`src/rtl/i2c_eng_pkg.sv`:
```
package i2c_eng_pkg;

  localparam int BYTE_BITS       = 8;
  localparam int RECOVERY_PULSES = 9;
  localparam int WR_QTR_PER_BIT  = 4;
  localparam int RD_QTR_PER_BIT  = 3;
  localparam int QIDX_W          = 6;

  typedef enum logic [2:0] {
    CMD_NONE    = 3'd0,
    CMD_RECOVER = 3'd1,
    CMD_START   = 3'd2,
    CMD_STOP    = 3'd3,
    CMD_WRITE   = 3'd4,
    CMD_READ    = 3'd5
  } cmd_e;

  // One slot's line action: set-enables plus values, and a sample flag.
  typedef struct packed {
    logic scl_en;
    logic scl_lo;
    logic sda_en;
    logic sda_lo;
    logic samp;
  } qstep_t;

  function automatic logic code_valid(input logic [2:0] c);
    return (c >= 3'd1) && (c <= 3'd5);
  endfunction

  function automatic qstep_t stop_step(input int s);
    qstep_t st;
    st = '0;
    case (s)
      0: begin st.scl_en = 1'b1; st.scl_lo = 1'b1; end
      1: begin st.sda_en = 1'b1; st.sda_lo = 1'b1; end
      2: begin st.scl_en = 1'b1; st.scl_lo = 1'b0; end
      default: begin st.sda_en = 1'b1; st.sda_lo = 1'b0; end
    endcase
    return st;
  endfunction

  function automatic logic [QIDX_W-1:0] last_quarter(input cmd_e c);
    case (c)
      CMD_RECOVER: return QIDX_W'(1 + WR_QTR_PER_BIT*RECOVERY_PULSES + 4 - 1);
      CMD_WRITE:   return QIDX_W'(WR_QTR_PER_BIT*(BYTE_BITS+1));
      CMD_READ:    return QIDX_W'(RD_QTR_PER_BIT*BYTE_BITS + 5 - 1);
      default:     return QIDX_W'(3);
    endcase
  endfunction

  function automatic qstep_t plan_quarter(input cmd_e c, input logic [QIDX_W-1:0] q,
                                          input logic [BYTE_BITS-1:0] wbyte,
                                          input logic nack);
    qstep_t st;
    int qi, b, r;
    logic [BYTE_BITS-1:0] sh;
    st = '0;
    qi = int'(q);
    b  = 0;
    r  = 0;
    sh = '0;
    case (c)
      CMD_RECOVER: begin
        if (qi == 0) begin
          st.scl_en = 1'b1; st.sda_en = 1'b1;
        end else if (qi <= WR_QTR_PER_BIT*RECOVERY_PULSES) begin
          r = (qi - 1) % WR_QTR_PER_BIT;
          if (r == 0) begin st.scl_en = 1'b1; st.scl_lo = 1'b1; end
          if (r == 2) begin st.scl_en = 1'b1; st.scl_lo = 1'b0; end
        end else begin
          st = stop_step(qi - WR_QTR_PER_BIT*RECOVERY_PULSES - 1);
        end
      end
      CMD_START: begin
        if (qi == 1) begin st.sda_en = 1'b1; st.sda_lo = 1'b0; end
        if (qi == 2) begin st.scl_en = 1'b1; st.scl_lo = 1'b0; end
        if (qi == 3) begin st.sda_en = 1'b1; st.sda_lo = 1'b1; end
      end
      CMD_STOP: st = stop_step(qi);
      CMD_WRITE: begin
        if (qi < WR_QTR_PER_BIT*(BYTE_BITS+1)) begin
          b  = qi / WR_QTR_PER_BIT;
          r  = qi % WR_QTR_PER_BIT;
          sh = wbyte << b;
          if (r == 0) begin st.scl_en = 1'b1; st.scl_lo = 1'b1; end
          if (r == 1) begin
            st.sda_en = 1'b1;
            st.sda_lo = (b < BYTE_BITS) ? !sh[BYTE_BITS-1] : 1'b0;
          end
          if (r == 2) begin st.scl_en = 1'b1; st.scl_lo = 1'b0; end
          if (r == 3) st.samp = (b == BYTE_BITS);
        end else begin
          st.scl_en = 1'b1; st.scl_lo = 1'b1;
        end
      end
      CMD_READ: begin
        if (qi < RD_QTR_PER_BIT*BYTE_BITS) begin
          r = qi % RD_QTR_PER_BIT;
          if (r == 0) begin
            st.scl_en = 1'b1; st.scl_lo = 1'b1; st.sda_en = 1'b1; st.sda_lo = 1'b0;
          end
          if (r == 1) begin st.scl_en = 1'b1; st.scl_lo = 1'b0; st.samp = 1'b1; end
        end else begin
          r = qi - RD_QTR_PER_BIT*BYTE_BITS;
          if (r == 0 || r == 4) begin st.scl_en = 1'b1; st.scl_lo = 1'b1; end
          if (r == 1) begin st.sda_en = 1'b1; st.sda_lo = !nack; end
          if (r == 2) begin st.scl_en = 1'b1; st.scl_lo = 1'b0; end
        end
      end
      default: st = '0;
    endcase
    return st;
  endfunction

endpackage

```
`src/rtl/i2c_qtr_timer.sv`:
```
module i2c_qtr_timer #(
  parameter int QTR_CYCLES = 4
) (
  input  logic clk,
  input  logic rst_n,
  input  logic restart,
  input  logic run,
  output logic qtr_end
);
  localparam int CW = (QTR_CYCLES > 1) ? $clog2(QTR_CYCLES) : 1;
  localparam logic [CW-1:0] LAST = CW'(QTR_CYCLES - 1);

  logic [CW-1:0] cnt;

  always_ff @(posedge clk or negedge rst_n) begin
    if (!rst_n)           cnt <= '0;
    else if (restart)     cnt <= '0;
    else if (run)         cnt <= (cnt == LAST) ? '0 : cnt + 1'b1;
  end

  assign qtr_end = run && !restart && (cnt == LAST);

  assert_cnt_range_R4: assert property (@(posedge clk) disable iff (!rst_n) cnt <= LAST);
  assert_restart_clears_R4: assert property (@(posedge clk) disable iff (!rst_n)
    restart |=> (cnt == '0));

endmodule

```
`src/rtl/i2c_line_sync.sv`:
```
module i2c_line_sync #(
  parameter int LINES  = 2,
  parameter int STAGES = 2
) (
  input  logic             clk,
  input  logic             rst_n,
  input  logic [LINES-1:0] raw,
  output logic [LINES-1:0] synced
);
  for (genvar g = 0; g < LINES; g++) begin : g_line
    logic [STAGES-1:0] chain;
    always_ff @(posedge clk or negedge rst_n) begin
      if (!rst_n) chain <= '1;
      else        chain <= {chain[STAGES-2:0], raw[g]};
    end
    assign synced[g] = chain[STAGES-1];
  end
endmodule

```
`src/rtl/i2c_bit_sequencer.sv`:
```
module i2c_bit_sequencer
  import i2c_eng_pkg::*;
(
  input  logic                 clk,
  input  logic                 rst_n,
  input  logic                 cmd_valid,
  input  logic [2:0]           cmd_code,
  input  logic [BYTE_BITS-1:0] wr_byte,
  input  logic                 rd_nack,
  input  logic                 sda_s,
  input  logic                 qtr_end,
  output logic                 accept,
  output logic                 busy,
  output logic                 done,
  output logic [BYTE_BITS-1:0] rd_data,
  output logic                 ack_seen,
  output logic                 scl_lo,
  output logic                 sda_lo
);
  cmd_e                 cmd_r;
  logic [BYTE_BITS-1:0] byte_r, rd_shift;
  logic                 nack_r, busy_r, done_r, ack_r, scl_lo_r, sda_lo_r;
  logic [QIDX_W-1:0]    q_idx;

  qstep_t step0, step_cur, step_nxt;
  logic   is_last, samp_evt, data_cmd;

  assign accept   = cmd_valid && !busy_r && code_valid(cmd_code);
  assign step0    = plan_quarter(cmd_e'(cmd_code), '0, wr_byte, rd_nack);
  assign step_cur = plan_quarter(cmd_r, q_idx, byte_r, nack_r);
  assign step_nxt = plan_quarter(cmd_r, q_idx + 1'b1, byte_r, nack_r);
  assign is_last  = (q_idx == last_quarter(cmd_r));
  assign samp_evt = busy_r && qtr_end && step_cur.samp;
  assign data_cmd = (cmd_r == CMD_WRITE) || (cmd_r == CMD_READ);

  always_ff @(posedge clk or negedge rst_n) begin
    if (!rst_n) begin
      cmd_r    <= CMD_NONE;
      byte_r   <= '0;
      nack_r   <= 1'b0;
      busy_r   <= 1'b0;
      done_r   <= 1'b0;
      ack_r    <= 1'b1;
      rd_shift <= '0;
      q_idx    <= '0;
      scl_lo_r <= 1'b0;
      sda_lo_r <= 1'b0;
    end else begin
      done_r <= 1'b0;
      if (accept) begin
        busy_r <= 1'b1;
        cmd_r  <= cmd_e'(cmd_code);
        byte_r <= wr_byte;
        nack_r <= rd_nack;
        q_idx  <= '0;
        if (step0.scl_en) scl_lo_r <= step0.scl_lo;
        if (step0.sda_en) sda_lo_r <= step0.sda_lo;
      end else if (busy_r && qtr_end) begin
        if (samp_evt) begin
          if (cmd_r == CMD_WRITE) ack_r    <= sda_s;
          else                    rd_shift <= {rd_shift[BYTE_BITS-2:0], sda_s};
        end
        if (is_last) begin
          busy_r <= 1'b0;
          done_r <= 1'b1;
        end else begin
          q_idx <= q_idx + 1'b1;
          if (step_nxt.scl_en) scl_lo_r <= step_nxt.scl_lo;
          if (step_nxt.sda_en) sda_lo_r <= step_nxt.sda_lo;
        end
      end
    end
  end

  assign busy     = busy_r;
  assign done     = done_r;
  assign rd_data  = rd_shift;
  assign ack_seen = ack_r;
  assign scl_lo   = scl_lo_r;
  assign sda_lo   = sda_lo_r;

  assert_done_single_R4: assert property (@(posedge clk) disable iff (!rst_n) done |=> !done);
  assert_done_not_busy_R4: assert property (@(posedge clk) disable iff (!rst_n) done |-> !busy);
  assert_lines_hold_R4: assert property (@(posedge clk) disable iff (!rst_n)
    (busy && !qtr_end) |=> $stable({scl_lo_r, sda_lo_r}));
  assert_busy_strobe_ignored_R3: assert property (@(posedge clk) disable iff (!rst_n)
    (busy && cmd_valid) |=> (cmd_r == $past(cmd_r)));
  assert_sample_scl_high_R8: assert property (@(posedge clk) disable iff (!rst_n)
    samp_evt |-> !scl_lo_r);
  assert_data_sda_stable_R7: assert property (@(posedge clk) disable iff (!rst_n)
    (busy && data_cmd && !scl_lo_r) |=> (sda_lo_r == $past(sda_lo_r)));

endmodule

```
`src/rtl/i2c_bit_engine.sv`:
```
module i2c_bit_engine
  import i2c_eng_pkg::*;
#(
  parameter int QTR_CYCLES = 4
) (
  input  logic       clk,
  input  logic       rst_n,
  input  logic       cmd_valid,
  input  logic [2:0] cmd_code,
  input  logic [7:0] wr_byte,
  input  logic       rd_nack,
  output logic       busy,
  output logic       done,
  output logic [7:0] rd_data,
  output logic       ack_seen,
  input  logic       scl_in,
  input  logic       sda_in,
  output logic       scl_drive_low,
  output logic       sda_drive_low
);
  logic       accept, qtr_end;
  logic [1:0] lines_s;

  i2c_qtr_timer #(.QTR_CYCLES(QTR_CYCLES)) u_timer (
    .clk(clk), .rst_n(rst_n), .restart(accept), .run(busy), .qtr_end(qtr_end)
  );

  i2c_line_sync #(.LINES(2), .STAGES(2)) u_sync (
    .clk(clk), .rst_n(rst_n), .raw({scl_in, sda_in}), .synced(lines_s)
  );

  i2c_bit_sequencer u_seq (
    .clk(clk), .rst_n(rst_n), .cmd_valid(cmd_valid), .cmd_code(cmd_code),
    .wr_byte(wr_byte), .rd_nack(rd_nack), .sda_s(lines_s[0]), .qtr_end(qtr_end),
    .accept(accept), .busy(busy), .done(done), .rd_data(rd_data),
    .ack_seen(ack_seen), .scl_lo(scl_drive_low), .sda_lo(sda_drive_low)
  );

  assert_accept_idle_R2: assert property (@(posedge clk) disable iff (!rst_n)
    accept |=> busy);

endmodule

```
`config.mk`:
```
export PLATFORM = sky130hd
export DESIGN_NAME = i2c_bit_engine
export DESIGN_NICKNAME = d
export VERILOG_FILES = /design/src/rtl/i2c_eng_pkg.sv /design/src/rtl/i2c_qtr_timer.sv /design/src/rtl/i2c_line_sync.sv /design/src/rtl/i2c_bit_sequencer.sv /design/src/rtl/i2c_bit_engine.sv
export SDC_FILE = /design/constraint.sdc
export NUM_CORES = 1
export LEC_CHECK = 0
export CORE_ASPECT_RATIO = 0.5
export CORE_MARGIN = 4
export CORE_UTILIZATION = 55
export CTS_CLUSTER_DIAMETER = 150
export DETAILED_ROUTE_END_ITERATION = 10
export HOLD_SLACK_MARGIN = 0.15
export PLACE_DENSITY = 0.78
export SLEW_MARGIN = 15
export SYNTH_ARGS = -nofsm -noshare
export SYNTH_HDL_FRONTEND = slang
export SYNTH_SLANG_ARGS = --single-unit
```
`constraint.sdc`:
```
create_clock -name clk -period 6.7 [get_ports clk]
set_clock_uncertainty 0.1 [all_clocks]
set_input_delay 1.34 -clock clk [delete_from_list [all_inputs] [get_ports clk]]
set_output_delay 1.34 -clock clk [all_outputs]
set_load 0.1 [all_outputs]
```
* Yosys cells after proc, flatten, opt, wreduce, memory -nomap -nowiden *
Index checks and enable logic that the tools add are counted.

cells by class
  add/subtract/negate cells = 6
  div/mod/pow operators = 2
  order comparisons = 8
  eq/ne operators = 33
  shifts and indexed selects = 1
  multiplexer cells = 60
  bitwise logic cells = 3
  reductions and logical operators = 36

operator list
  kind                   number
  $logic_not 32->1       5
  $eq 32x2->1 const B    4
  $mod 7x3->32 const B   2
  $mux 2                 19
  $eq 32x1->1 const B    1
  $eq 32x3->1 const B    1
  $eq 32x4->1 const B    1
  $sub 32x2->32 const B  1
  $mux 1                 26
  $pmux 2 s2             5
  $pmux 4 s5             1
  $logic_not 6->1        3
  $mux 6                 3
  $pmux 6 s3             1
  $reduce_and 4->1       4
  $eq 3x3->1 const B     5
  $eq 6x2->1 const B     2
  $eq 6x3->1 const B     2
  $lt 6x5->1 const B     2
  $lt 6x6->1 const B     2
  $reduce_bool 2->1      5
  $eq 3x2->1 const B     3
  $eq 4x4->1 const B     2
  $mux 4                 2
  27 further kinds       47

word-level totals
  flip-flop bits (word level) = 35
  input bits = 17
  output and inout port bits = 13
  logic and storage cells = 161

* Logic depth before layout (Yosys ltp) *
  depth in word-level cells = 14
  gate-level depth with buffers = 30
  depth with buffers taken out = 26

* Hierarchy *
Synthesis repeated with hierarchy kept, for this count alone.

second synthesis, totals
  cell total of the unflattened synthesis = 567
  area total of the unflattened synthesis = 4408.0 um^2

modules (own cells, without submodules)
  module             instances  cells each  area an instance (um^2)
  i2c_bit_sequencer  1          551         4180.3
  i2c_line_sync      1          6           120.1
  i2c_qtr_timer      1          10          107.6

* Least setup slack after synthesis *
No wires, ideal clock.

  path type = register to register
  start point = register u_seq.q_idx[0]
  end point = register u_seq.scl_lo_r, in the netlist u_seq.scl_lo
  library setup time = 0.087 ns
  data arrival time = 6.500 ns
  path slack = 0.014 ns
  stages on the path, launching flop included = 30
  path buffers = 3
  path through = dfrtp_1 -> ha_1 -> nand3_4 -> xnor2_2 -> clkbuf_1 -> ha_1 -> nor2_1 -> inv_1 -> ha_1 -> buf_1 -> o31ai_1 -> a311oi_1 -> o41ai_2 -> nand3_1 -> nand2_1 -> nand2_1 -> ha_1 -> or3_1 -> o32a_1 -> or3_1 -> clkbuf_1 -> nor2_1 -> xnor2_1 -> ha_1 -> nand3b_1 -> a21oi_1 -> or4b_1 -> a22o_1 -> o31a_1 -> a211oi_2

between the ends
  word-level cells in the longest chain between the ends = 14
  elaborated cells between the ends (all ways) = 52
  classes of those cells = 5 x add/sub; 1 x div; 3 x order compare; 10 x eq/ne; 21 x mux; 1 x bitwise; 11 x reduce/logical

ends and longest elaborated chain
  item                                                                   RTL line                 text
  start: declaration                                                     i2c_bit_sequencer.sv:23  logic [QIDX_W-1:0] q_idx;
  start signal: assignment                                               i2c_bit_sequencer.sv:67  q_idx <= q_idx + 1'b1;
  parallel branches: the longest is 14 deep, another holds $mod 7x3->32  -
  end signal: assignment                                                 i2c_bit_sequencer.sv:56  if (step0.scl_en) scl_lo_r <= step0.scl_lo;
  end signal: assignment                                                 i2c_bit_sequencer.sv:68  if (step_nxt.scl_en) scl_lo_r <= step_nxt.scl_lo;
  end: declaration                                                       i2c_bit_sequencer.sv:22  logic nack_r, busy_r, done_r, ack_r, scl_lo_r, sda_lo_r;

Parallel ways; which one is timed is not known. The select of a mux whose other input is x is not followed.
A chain may end at the register's enable or synchronous reset.

* Worst setup path after layout *
  start point = register u_seq.q_idx[2]
  end point = register u_seq.scl_lo_r, in the netlist u_seq.scl_lo

between the ends
  word-level cells in the longest chain between the ends = 13
  elaborated cells between the ends (all ways) = 47
  classes of those cells = 5 x add/sub; 1 x div; 3 x order compare; 9 x eq/ne; 19 x mux; 1 x bitwise; 9 x reduce/logical

ends and longest elaborated chain
  item
  parallel branches: the longest is 13 deep, another holds $mod 7x3->32

Parallel ways; which one is timed is not known. The select of a mux whose other input is x is not followed.

==> flow_summary_export.csv <==
group,metric,value,unit
outcome,status,"complete, no violations",
synthesis,async_flop_share,1.000,
setup_path,rrSetupSlack,0.44,ns
sta,slew_headroom,0.3368,
clock_tree,clk_pin_slew_worst_paths,0.05,ns
global_route,grt.total_usage,0.2398,
synthesis,syn_inst,567,
synthesis,synth.avg_cell_area,7.576,um^2
setup_path,cp.depth,23,
floorplan,die-area,9374,um^2
setup_path,startpoint_type,"register",
floorplan,ios,30,
global_route,grt_pass1_wl,18710,um
synthesis,synth.area.top_cells,"dfrtp_1, ha_1, nand2_1",
synthesis,synth_compound_area_frac,0.2893,
flow_run,drv_cap,0,
setup_path,path_buf_inv,2,
setup_path,crit_fanout,19,
final_layout,area_growth,13.37,%
drt,antenna_left,0,
drt,route.vias.total,4455,
final_layout,drive_above_1_share,0.1186,
setup_path,crit_arrival,6.36,ns
final_layout,multi_input_area,3194,um^2
setup_path,cp-startpoint,"u_seq.q_idx[2]$_DFFE_PN0P_",
floorplan,initial_utilization,0.5758,
setup_path,reg2reg_to,"u_seq.scl_lo$_DFFE_PN0P_",
synthesis,yosys.area_share.simple,0.2805,
final_layout,final_common_cell,"nand2_1",
synthesis,ys.warnings.count,0,
setup_path,cp_slowest_cell,"or4_1",
setup_path,crit_chain,"buf_4 > and3_1 > a31oi_4 > nor2_2 > inv_1 > ha_1 > a21o_1 > and2_1 > a21oi_1 > o21ai_1 > nand3_1 > nand2_1 > nand2_1 > ha_1 > or3_1 > o32a_1 > or3_1 > o32a_1 > or4_1 > or4b_1 > a22o_1 > o31a_1 > a211oi_2",
sta,worstMarginPinSlew,0.9917,ns
global_route,grt_max_degree,36,
final_layout,seq_area,879.6,um^2
synthesis,synth_cell_types,83,
global_route,grt_overflow,0,
clock_tree,root_buffer,"clkbuf_16",
setup_path,cp_top_family,"simple AND/OR/NAND/NOR gates",
sta,fin_ws,0.4398,ns
synthesis,synth_area,4295,um^2
setup_path,slowest_delay,0.53,ns
clock_tree,clock-sinks,35,
drt,drc,0,
placement,place_congestion,0.9206,
clock_tree,cts_tree,"yes",
sta,rsz0062_at_grt,"false",
synthesis,synth_xor_area_frac,0.03932,
power,pwr_density_cell,566.5,nW/um^2
setup_path,worstSetupPathType,"register to register",
synthesis,synth_mux_area_frac,0.03787,
setup_path,rr_startpoint,"u_seq.q_idx[2]$_DFFE_PN0P_",
setup_path,end_kind,"register",
sta,max_freq,159.7,MHz
drt,totalWireLength,11450,um
synthesis,synth_edf_count,0,
placement,portBuffers,28,
clock_tree,post_cts_buffers,0,
floorplan,core,7460,um^2
setup_path,required,6.80,ns
synthesis,ys_seq_elements,35,
clock_tree,cts_made_buffers,5,
global_route,grt_pass1_vias,3908,
sta,setup_viol_count_final,0,
drt,vias_per_cell,6.383,
final_layout,layout_common_cells,"nand2_1, o21ai_0, a21oi_1, nor2_1, dfrtp_1",
clock_tree,htree_num_levels,2,
hold_path,min_path_type,"register to register",
sta,timing_hold_violations_final,0,
synthesis,synth_top_family_by_area,"compound AO/OA/AOI/OAI gates",
sta,slew_violations,0,
setup_path,crit_end,"u_seq.scl_lo$_DFFE_PN0P_",
clock_tree,cts_buffer_depth,2,
sta,post-route-period-util,0.9344,
final_layout,fin_util,0.6528,
drt,dr.pass1.iters,5,
final_layout,n_antenna_cell,0,
placement,post-dp-hpwl,8574,um
final_layout,nFillCells,656,
power,leakage,1.986,nW
synthesis,synth_top_area_frac,0.1864,
setup_path,r2r_cells,23,
global_route,antenna_found_initial,0,
synthesis,synth_fp_nets,616,
sta,period_minus_slack,6.260,ns
synthesis,yosys.area_share.adder,0.09321,
drt,wl_per_cell,16.40,um
clock_tree,worstSkewPairLatency,0.28,ns
drt,first_iter_violations,464,
floorplan,fp.dieW,133.0,um
synthesis,synth_ff_type,"dfrtp_1",
final_layout,final_nets,638,
power,peakVddDrop,0.2938,mV
placement,place_ws,0.3936,ns
sta,fin_tns_setup,0,ns
synthesis,ys_seq_area_frac,0.2048,
synthesis,yosysTopAreaCell,"dfrtp_1",
floorplan,die_y,70.49,um
floorplan,num_rows,22,
==> synth_stat cells (all sizes together) (4+ instances only) <==
cell and n:
a2111oi 6, a211oi 11, a21o 6, a21oi 38, a22o 4, a31oi 5, and2 4, and3 7
buf 13, clkbuf 24, dfrtp 32, ha 32, inv 17, mux2 10, mux2i 5, nand2 81
nand2b 7, nand3 25, nand3b 4, nand4 5, nor2 40, nor2b 10, nor3 20, nor4 6
o211ai 5, o21a 9, o21ai 43, o31ai 8, o32ai 4, or2 4, or3 7, or4 6
xnor2 12
==> sequential cells by signal, indices dropped and copies added, names as in the netlist <==
register             cells
u_seq.q_idx              6
u_sync.g_line.chain      2
u_seq.done               1
u_seq.scl_lo             1
u_seq.cmd_r              3
u_seq.rd_data            8
u_seq.byte_r             8
u_seq.nack_r             1
u_seq.ack_seen           1
u_seq.busy               1
u_timer.cnt              2
u_seq.sda_lo             1
==> where the power goes <==
group / leakage (nW) / switching (W) / internal [W]
Sequential: 0.439 / 0.0000863 / 0.000280
Clock: 0.0669 / 0.0000851 / 0.000137
Combinational: 1.48 / 0.00131 / 0.000859
==> worst min-delay path by stage <==
stage / start / to / slack (ns) / cells past startpoint
finish: u_sync.g_line[0].chain[0]$_DFF_PN1_ / u_sync.g_line[0].chain[1]$_DFF_PN1_ / 0.25 / 0
global route: u_sync.g_line[0].chain[0]$_DFF_PN1_ / u_sync.g_line[0].chain[1]$_DFF_PN1_ / 0.26 / 0
CTS: u_sync.g_line[0].chain[0]$_DFF_PN1_ / u_sync.g_line[0].chain[1]$_DFF_PN1_ / 0.26 / 0
detailed placement: u_sync.g_line[0].chain[0]$_DFF_PN1_ / u_sync.g_line[0].chain[1]$_DFF_PN1_ / 0.25 / 0
global placement: u_sync.g_line[0].chain[0]$_DFF_PN1_ / u_sync.g_line[0].chain[1]$_DFF_PN1_ / 0.25 / 0
floorplan: u_sync.g_line[0].chain[0]$_DFF_PN1_ / u_sync.g_line[0].chain[1]$_DFF_PN1_ / 0.25 / 0
==> cell families after synthesis <==
group	after synthesis
AO/OA/AOI/OAI	179
XOR/XNOR	16
multiplexers	15
buffers and inverters	54
AND/OR/NAND/NOR	236
flip-flops	35
adder cells (fa/ha/maj)	32
==> repair_timing <==
item                                    CTS  global route
hold endpoints to repair                  0             0
resized for setup                         0             2
hold buffers                              0             0
endpoints found under the setup margin    0             1
==> stage by stage <==
step,power (W),instances,area (um^2),hold WS (ns)
floorplan,0.001991,567,4295,0.2452
detailed placement,0.002473,690,4713,0.2476
CTS,0.002714,698,4855,0.2553
global placement,0.002435,690,4713,0.2474
finish,0.002759,698,4870,0.2537
global route,0.002992,698,4870,0.2562
==> cell type report <==
class,instances,share of cell area
well taps,108,0.02775
multi-input cells,478,0.6560
inverters,17,0.01310
clock inverters,2,0.002569
repair buffers,52,0.09353
flip-flops and latches,35,0.1806
clock buffers,6,0.02646
==> per-layer routing <==
metal | vias to the layer above | GRT usage | wire, um
met1 | 2054 | 0.3274 | 5248
met4 | 0 | 0.06682 | 183
li1 | 2165 | - | -
met2 | 212 | 0.3798 | 4937
met3 | 24 | 0.05683 | 1081
met5 | - | 0 | 0
No activity file was read; power rests on OpenSTA's default activity.
